--- src/rtl/smb_clkgen.sv ---
module smb_clkgen #(
  parameter int LOW_TICKS = 2,
  parameter int HOLD_STD  = 3,
  parameter int SETUP_STD = 1,
  parameter int HOLD_EXT  = 12,
  parameter int SETUP_EXT = 11
) (
  input  logic clk,
  input  logic rst_n,
  input  logic en,
  input  logic tick,
  input  logic scl_in,
  input  logic ext_hold,
  input  logic tx_bit,
  output logic scl_low,
  output logic sda_o,
  output logic bit_done
);
  localparam int HIGH_TICKS = 2 * LOW_TICKS;
  localparam int TW = $clog2(HIGH_TICKS + 1);
  localparam int CW = $clog2(HOLD_EXT + SETUP_EXT + 1);
  localparam logic [TW-1:0] LOW_N  = TW'(LOW_TICKS);
  localparam logic [TW-1:0] HIGH_N = TW'(HIGH_TICKS);

  typedef enum logic [1:0] {S_IDLE, S_LOW, S_WAIT, S_HIGH} st_t;

  st_t           st;
  logic [1:0]    sync;
  logic [TW-1:0] tcnt;
  logic [CW-1:0] ccnt;
  logic [CW-1:0] hold_at;
  logic [CW-1:0] rel_at;
  logic          low_done;
  logic          high_done;

  assign hold_at   = ext_hold ? CW'(HOLD_EXT - 1) : CW'(HOLD_STD - 1);
  assign rel_at    = ext_hold ? CW'(HOLD_EXT + SETUP_EXT - 1) : CW'(HOLD_STD + SETUP_STD - 1);
  assign low_done  = (tcnt == LOW_N) && (ccnt >= rel_at);
  assign high_done = tcnt == HIGH_N;
  assign scl_low   = st == S_LOW;

  always_ff @(posedge clk) begin
    if (!rst_n) begin
      st       <= S_IDLE;
      sync     <= 2'b00;
      tcnt     <= '0;
      ccnt     <= '0;
      sda_o    <= 1'b1;
      bit_done <= 1'b0;
    end else begin
      sync     <= {sync[0], scl_in};
      bit_done <= 1'b0;
      if (!en) begin
        st    <= S_IDLE;
        tcnt  <= '0;
        ccnt  <= '0;
        sda_o <= 1'b1;
      end else begin
        case (st)
          S_IDLE: begin
            st   <= S_LOW;
            tcnt <= '0;
            ccnt <= '0;
          end
          S_LOW: begin
            if (ccnt < rel_at) ccnt <= ccnt + 1'b1;
            if (tick && tcnt != LOW_N) tcnt <= tcnt + 1'b1;
            if (ccnt == hold_at) sda_o <= tx_bit;
            if (low_done) begin
              st   <= S_WAIT;
              tcnt <= '0;
            end
          end
          S_WAIT: begin
            tcnt <= '0;
            if (sync[1]) st <= S_HIGH;
          end
          S_HIGH: begin
            if (tick && !high_done) tcnt <= tcnt + 1'b1;
            if (high_done) begin
              st       <= S_LOW;
              tcnt     <= '0;
              ccnt     <= '0;
              bit_done <= 1'b1;
            end
          end
          default: st <= S_IDLE;
        endcase
      end
    end
  end
endmodule

--- config.mk ---
export PLATFORM = sky130hd
export DESIGN_NAME = smb_clkgen
export DESIGN_NICKNAME = d
export VERILOG_FILES = /design/src/rtl/smb_clkgen.sv
export SDC_FILE = /design/constraint.sdc
export NUM_CORES = 1
export LEC_CHECK = 0
export BUFFER_PORTS_ARGS = -buffer_cell sky130_fd_sc_hd__buf_2
export CAP_MARGIN = 10
export CORE_MARGIN = 2
export CORE_UTILIZATION = 52
export DETAILED_ROUTE_END_ITERATION = 12
export PLACE_DENSITY = 0.78
export SLEW_MARGIN = 20
export SYNTH_ARGS = -nofsm -noshare
export SYNTH_HDL_FRONTEND = slang
export SYNTH_SLANG_ARGS = --single-unit
--- constraint.sdc ---
create_clock -name clk -period 1.9 [get_ports clk]
set_input_delay 0.38 -clock clk [delete_from_list [all_inputs] [get_ports clk]]
set_output_delay 0.38 -clock clk [all_outputs]
set_load 0.03 [all_outputs]
==> summary.txt, run 1 <==
MIN PATH
--------------------------------------------------------------------------------
Worst min path class ..............................................       in2reg
Worst Hold Endpoint ............................................... sync[0]$_SDFF_PN0_
Launch point of the worst hold path ...............................       scl_in
Worst hold path depth .............................................            2

GLOBAL ROUTE
--------------------------------------------------------------------------------
GR Util All Layers ................................................        0.231
Number of global-route vias before repair .........................          851
Pin count of the biggest net entering global routing ..............           12
Number of antenna violations at the first check in global routing .            0
First-pass GRT wire length ........................................      3450 um
Overflow left after global routing ................................            0

CTS
--------------------------------------------------------------------------------
TritonCTS clock tree ..............................................          yes
Clock Tree Buf Depth ..............................................            2
Setup Fix Bufs, Post-CTS ..........................................            0
Library cell used as clock root buffer ............................     clkbuf_4
CTS clock-pin slew for the worst setup and hold paths .............      0.08 ns
Clock latency at the later pin of the worst-skew pair .............      0.28 ns
H-Tree Level Count ................................................            1
Number of buffers created by CTS ..................................            3
Sink Count ........................................................           14

FLOORPLANNING
--------------------------------------------------------------------------------
Core outline area .................................................    1560 um^2
X dimension of the die ............................................      45.5 um
Die outline height ................................................      45.5 um
Number of top-level design ports ..................................           10
Initial Util ......................................................        0.575
Area of the die ...................................................    2070 um^2
# rows ............................................................           14

STA
--------------------------------------------------------------------------------
Worst path setup slack after routing ..............................     0.122 ns
Fin Hold WS .......................................................     0.303 ns
Total negative slack ..............................................         0 ns
Part of the cycle the worst path needs ............................        0.936
Max-slew violation count ..........................................            0
Shortest period the worst path allows .............................      1.78 ns
Transition time at the pin with the least slew margin .............     0.393 ns
Clock Skews .......................................................   0.00204 ns
Setup repair after global routing missed its margin ...............        false
Number of endpoints with negative hold slack in the final report ..            0
Worst slew slack as a fraction of its limit .......................        0.738
Achievable frequency ..............................................      563 MHz
Final setup violating endpoints ...................................            0

PLACEMENT
--------------------------------------------------------------------------------
Placement Setup Slack .............................................   -0.0796 ns
Gpl congestion ....................................................        0.820
Number of cells after detailed placement ..........................          130
Half-perimeter wire length after detailed placement ...............      1400 um
Count of input and output buffers .................................            9

LOGIC SYNTHESIS
--------------------------------------------------------------------------------
Average cell area after synthesis .................................    8.87 um^2
Net Count, Synth ..................................................          120
Seq/Total Area, Yosys .............................................        0.313
Mapped Area .......................................................     896 um^2
Warnings, synthesis ...............................................            0
Seq cells post-synth ..............................................           14
Number of different library cells in the post-synthesis netlist ...           34
Number of instances in the synthesized netlist ....................          101

WORST SETUP PATH
--------------------------------------------------------------------------------
Type of destination of the critical path ..........................    flip-flop
Setup slack of the worst register-to-register path ................      0.12 ns
Cell type of the slowest stage on the worst timing path ...........        or4_1
Largest stage delay on the critical path ..........................      0.47 ns
CP top delay family ............................................... simple AND/OR/NAND/NOR gates
Biggest fanout along the worst timing path ........................            7
Critical path class ...............................................      reg2reg
Cell-by-cell trace of the critical path ........................... ha_1, nand4b_1, o311ai_1, buf_4, or4_1, a21oi_1
Worst setup path startpoint ....................................... ccnt[2]$_SDFFE_PN0P_
Endpoint of the most critical register-to-register path ........... ccnt[3]$_SDFFE_PN0P_
R2R Path Start .................................................... ccnt[2]$_SDFFE_PN0P_
Required time at the endpoint of the critical path ................      2.12 ns
Data arrival, critical path .......................................      2.00 ns
CP startpoint kind ................................................    flip-flop
Number of buffer and inverter stages on the critical path .........            1
Number of cell instances on the worst register-to-register path ...            6

OUTCOME
--------------------------------------------------------------------------------
Outcome ........................................................... finished, final reports clean

FINISH
--------------------------------------------------------------------------------
Fillers ...........................................................          142
Commonest non-fill, non-tap cell in the layout ....................      dfxtp_1
Post-synthesis to final-layout area growth ........................        13.8%
Top library cells by usage in the layout, fill and taps aside ..... 13 x dfxtp_1, 11 x ha_1, 9 x inv_1, 9 x buf_2, 8 x a21oi_1
Number of cells in the finished layout apart from fillers .........          133
Number of diodes ..................................................            0
Final Util ........................................................        0.654
Fraction of layout cells with a size suffix above 1 ...............        0.188
Layout net count ..................................................          138

DRT
--------------------------------------------------------------------------------
Avg Vias per Cell .................................................         6.15
Routed Antenna Nets ...............................................            0
Routed wire per std cell ..........................................      14.1 um
Routed WL .........................................................      1880 um
Residual DRC ......................................................            0
Iter 0 DRT Violations .............................................           21
Detailed-route via count ..........................................          818
Number of detailed-routing iterations run before antenna repair ...            4

PWR
--------------------------------------------------------------------------------
Maximum vdd drop ..................................................       468 uV
Leak Pwr ..........................................................     0.428 nW
Cell area power density ...........................................  612 nW/um^2

RUN
--------------------------------------------------------------------------------
Count of maximum capacitance violations ...........................            0

## routing by layer
layer | global-route usage | vias to the layer above | part of all wire | wire (um)
met5 | 0 | - | 0 | 0
met4 | 0.118 | 0 | 0.011 | 21
met3 | 0.0556 | 4 | 0.033 | 62
met2 | 0.425 | 16 | 0.52 | 981
met1 | 0.237 | 386 | 0.43 | 809
li1 | - | 412 | - | -
## worst max path at each step
stage                           end  cells after the start
4_1_cts        ccnt[3]$_SDFFE_PN0P_                      7
3_5_place_dp   ccnt[3]$_SDFFE_PN0P_                      8
3_3_place_gp   ccnt[3]$_SDFFE_PN0P_                      8
5_1_grt        ccnt[3]$_SDFFE_PN0P_                      6
2_1_floorplan  tcnt[2]$_SDFFE_PN0P_                      6
6_report       ccnt[3]$_SDFFE_PN0P_                      6
## worst reg2reg max path: cells and delay by family (launching register included)
kind | cells | cell delay (ns)
compound gates | 2 | 0.24
simple gates | 2 | 0.62
flops | 1 | 0.42
buf+inv | 1 | 0.17
fa+ha+maj | 1 | 0.26
## area by class of cell
cell class	instances	area, um^2	share of cell area
clock buffers	3	22.5	0.0221
inverters	9	33.8	0.0331
multi-input cells	76	572	0.561
flip-flops and latches	14	282	0.276
well taps	16	20.0	0.0196
repair buffers	15	90.1	0.0883
## through the flow
step / power [mW] / cell area, um^2
floorplan: 0.421 / 896
global placement: 0.452 / 991
detailed placement: 0.456 / 991
CTS: 0.626 / 1010
global route: 0.665 / 1020
finish: 0.624 / 1020
## synth_stat cells
library cell  instances  area, um^2
o311ai_1              1        8.76
o2111ai_1             1        8.76
or2_1                 1        6.26
a21o_1                1        7.51
o31ai_1               4        30.0
buf_1                 1        3.75
a21boi_2              1        11.3
buf_6                 1        11.3
a311oi_1              1        8.76
nor2b_1               2        12.5
nand2b_1              2        12.5
a21oi_1               8        40.0
nand3b_1              2        15.0
or4_1                 3        22.5
nand2_1               5        18.8
o32a_1                1        10.0
and2_0                1        6.26
o21a_1                1        7.51
nand3_1               4        20.0
o211a_1               3        30.0
ha_1                 12         150
and2_1                2        12.5
o211ai_1              4        30.0
a211oi_1              1        7.51
dfxtp_1              14         280
o21ai_0               5        25.0
or3_1                 3        18.8
xor2_1                1        8.76
nor4_1                1        6.26
nor2_1                2        7.51
inv_1                 9        33.8
mux2i_1               1        10.0
nand4b_1              1        8.76
nor3_1                1        5.00
## kinds of logic (layout without fill, tap and decap cells)
kind of cell	after synthesis	in the layout	share of synthesized area
AO/OA/AOI/OAI	32	32	0.251
AND/OR/NAND/NOR	30	30	0.193
flip-flops	14	14	0.313
adder cells (fa/ha/maj)	12	12	0.168
buffers and inverters	11	27	0.0545
XOR/XNOR	1	1	0.00978
multiplexers	1	1	0.0112
## registers in the layout (all words and copies together), names as in the netlist
name	flops
ccnt	5
bit_done	1
sda_o	1
tcnt	3
st	2
sync	2
## report_power, final
part	total, mW	switching [mW]	leakage (nW)	internal, mW
clock network	0.168	0.0942	0.0138	0.0735
logic	0.142	0.0784	0.300	0.0633
registers	0.315	0.0107	0.114	0.304
total	0.624	0.183	0.428	0.441
## timing repair
item,in CTS,in global routing
hold endpoints to repair,0,0
resized for setup,0,3
hold buffers,0,0
endpoints found under the setup margin,0,4
Power figures use the tool's default switching activity.
==> inputs of run 2 (changes only) <==
==> constraint.sdc (replaced) <==
create_clock -name clk -period 2.1 [get_ports clk]
set_input_delay 0.42 -clock clk [delete_from_list [all_inputs] [get_ports clk]]
set_output_delay 0.42 -clock clk [all_outputs]
set_load 0.03 [all_outputs]
==> summary.txt, run 2 (synthesis gave the netlist of run 1 again) <==
FINISH
--------------------------------------------------------------------------------
Post-synthesis to final-layout area growth ........................        11.3%
Number of cells in the finished layout apart from fillers .........          130   -2.3%
Fraction of layout cells with a size suffix above 1 ...............        0.140   -0.0477
Flip-flop count of the largest register after layout ..............            5   unchanged
Top library cells by usage in the layout, fill and taps aside ..... 14 x dfxtp_1, 12 x ha_1, 9 x inv_1, 9 x buf_2, 8 x a21oi_1
Largest regs ...................................................... ccnt: 5 flops, tcnt: 3 flops
Layout net count ..................................................          134   -2.9%
Final Util ........................................................        0.640   -0.0144
Commonest non-fill, non-tap cell in the layout ....................      dfxtp_1
Largest reg by FF count ...........................................         ccnt
Number of diodes ..................................................            0   unchanged

FLOORPLANNING
--------------------------------------------------------------------------------
Area of the die ...................................................    2070 um^2   unchanged
Die outline height ................................................      45.5 um   unchanged
Initial Util ......................................................        0.575   unchanged
Number of top-level design ports ..................................           10   unchanged
X dimension of the die ............................................      45.5 um   unchanged
Core outline area .................................................    1560 um^2   unchanged
# rows ............................................................           14   unchanged

WORST SETUP PATH
--------------------------------------------------------------------------------
Worst setup path startpoint ....................................... st[0]$_SDFFE_PN0P_
Biggest fanout along the worst timing path ........................           11   +4
Largest stage delay on the critical path ..........................      0.53 ns   +0.06 ns
Type of destination of the critical path ..........................    flip-flop
Number of cell instances on the worst register-to-register path ...            5   -1
Data arrival, critical path .......................................      2.10 ns   +0.10 ns
Required time at the endpoint of the critical path ................      2.31 ns   +0.19 ns
Endpoint of the most critical register-to-register path ........... ccnt[4]$_SDFFE_PN0P_
Setup slack of the worst register-to-register path ................      0.21 ns   +0.09 ns
Logic depth of the worst path, buffers included ...................            5   -1
CP top delay family ............................................... simple AND/OR/NAND/NOR gates
Number of buffer and inverter stages on the critical path .........            0   -1
Cell-by-cell trace of the critical path ........................... ha_1, a21boi_2, or2_1, or4_1, a21oi_1
CP startpoint kind ................................................    flip-flop
Setup crit end .................................................... ccnt[4]$_SDFFE_PN0P_
R2R Path Start .................................................... st[0]$_SDFFE_PN0P_
Cell type of the slowest stage on the worst timing path ...........        or4_1
Critical path class ...............................................      reg2reg

STA
--------------------------------------------------------------------------------
Number of endpoints with negative hold slack in the final report ..            0   unchanged
Transition time at the pin with the least slew margin .............     0.515 ns   +0.122 ns
Max-slew violation count ..........................................            0   unchanged
Worst slew slack as a fraction of its limit .......................        0.653   -0.0847
Achievable frequency ..............................................      530 MHz   -5.9%
Part of the cycle the worst path needs ............................        0.899   -0.0364
Shortest period the worst path allows .............................      1.89 ns   +0.111 ns
Clock Skews .......................................................   0.00579 ns   +0.00375 ns
Fin Hold WS .......................................................     0.337 ns   +0.0339 ns
Setup repair after global routing missed its margin ...............        false
Total negative slack ..............................................         0 ns   unchanged
Final setup violating endpoints ...................................            0   unchanged

MIN PATH
--------------------------------------------------------------------------------
Worst min path class ..............................................       in2reg

RUN
--------------------------------------------------------------------------------
Count of maximum capacitance violations ...........................            0   unchanged

CTS
--------------------------------------------------------------------------------
TritonCTS clock tree ..............................................          yes
Setup Fix Bufs, Post-CTS ..........................................            0   unchanged
Number of buffers created by CTS ..................................            3   unchanged
Library cell used as clock root buffer ............................     clkbuf_4
Clock Tree Buf Depth ..............................................            2   unchanged
Sink Count ........................................................           14   unchanged
Quantity of hold-fixing buffers added after cts ...................            0   unchanged
H-Tree Level Count ................................................            1   unchanged
Count of cells resized by post-cts repair .........................            0   unchanged
CTS clock-pin slew for the worst setup and hold paths .............      0.09 ns   about the same
Clock latency at the later pin of the worst-skew pair .............      0.28 ns   about the same

PWR
--------------------------------------------------------------------------------
Cell area power density ...........................................  603 nW/um^2   -1.5%
Leak Pwr ..........................................................     0.416 nW   -2.7%
Maximum vdd drop ..................................................       493 uV   +5.3%

OUTCOME
--------------------------------------------------------------------------------
Outcome ........................................................... finished, final reports clean

DRT
--------------------------------------------------------------------------------
Detailed-route via count ..........................................          783   -4.3%
Routed Antenna Nets ...............................................            0   unchanged
Residual DRC ......................................................            0   unchanged
Routed wire per std cell ..........................................      13.6 um   -3.6%
Iter 0 DRT Violations .............................................           15   -29%
Routed WL .........................................................      1770 um   -5.8%
Avg Vias per Cell .................................................         6.02   -2.1%
Number of detailed-routing iterations run before antenna repair ...            4   unchanged

GLOBAL ROUTE
--------------------------------------------------------------------------------
Pin count of the biggest net entering global routing ..............           12   unchanged
First-pass GRT wire length ........................................      3250 um   -5.8%
Number of antenna violations at the first check in global routing .            0   unchanged
Overflow left after global routing ................................            0   unchanged
Number of global-route vias before repair .........................          734   -14%
GR Util All Layers ................................................        0.221   -0.0101

PLACEMENT
--------------------------------------------------------------------------------
Count of input and output buffers .................................            9   unchanged
Number of cells after detailed placement ..........................          126   -3.1%
Gpl congestion ....................................................        0.827   +0.88%
Half-perimeter wire length after detailed placement ...............      1390 um   -1.3%

## run 2: cell types whose count changed in the layout (fill, tap and decap cells not counted), sizes merged
| cell | change |
|---|---|
| clkbuf | +1 |
| buf | -4 |
## run 2: metrics by stage
step / instance area, um^2 / power (mW) / setup WS (ns)
2_1_floorplan: 896 / 0.381 / 0.249
3_3_place_gp: 961 / 0.403 / 0.152
3_5_place_dp: 961 / 0.408 / 0.0982
4_1_cts: 997 / 0.605 / 0.217
5_1_grt: 997 / 0.642 / 0.0939
6_report: 997 / 0.601 / 0.212
## run 2: routing by layer
layer	global-route usage	wire [um]	up-vias
met5	0	0	-
li1	-	-	400
met4	0.0706	13	0
met2	0.383	896	10
met3	0.0476	47	2
met1	0.268	808	371
## run 2: area by class of cell
type | instances | area, um^2
sequential | 14 | 280
timing repair buffer | 11 | 60.1
fill | 137 | 562
multi-input combinational | 76 | 567
clock buffer | 4 | 36.3
tap | 16 | 20.0
inverter | 9 | 33.8
## run 2: worst register-to-register path: cells and delay by family, from the launching register on
family / cells / cell delay, ns
simple gates: 2 / 0.86
flops: 1 / 0.36
compound gates: 2 / 0.32
fa+ha+maj: 1 / 0.27
## run 2: report_power, final
group          internal, mW  switching (mW)  leakage, nW  total, mW
registers             0.274         0.00981        0.114      0.284
logic                0.0492          0.0687        0.281      0.118
clock network         0.105          0.0933       0.0210      0.199
total                 0.429           0.172        0.416      0.601
## run 2: how the worst min path moves through the flow
stage / start / end / cells past startpoint
finish: scl_in / sync[0]$_SDFF_PN0_ / 2
global route: scl_in / sync[0]$_SDFF_PN0_ / 2
CTS: scl_in / sync[0]$_SDFF_PN0_ / 2
detailed placement: sync[0]$_SDFF_PN0_ / sync[1]$_SDFF_PN0_ / 1
global placement: sync[0]$_SDFF_PN0_ / sync[1]$_SDFF_PN0_ / 1
floorplan: sync[0]$_SDFF_PN0_ / sync[1]$_SDFF_PN0_ / 1
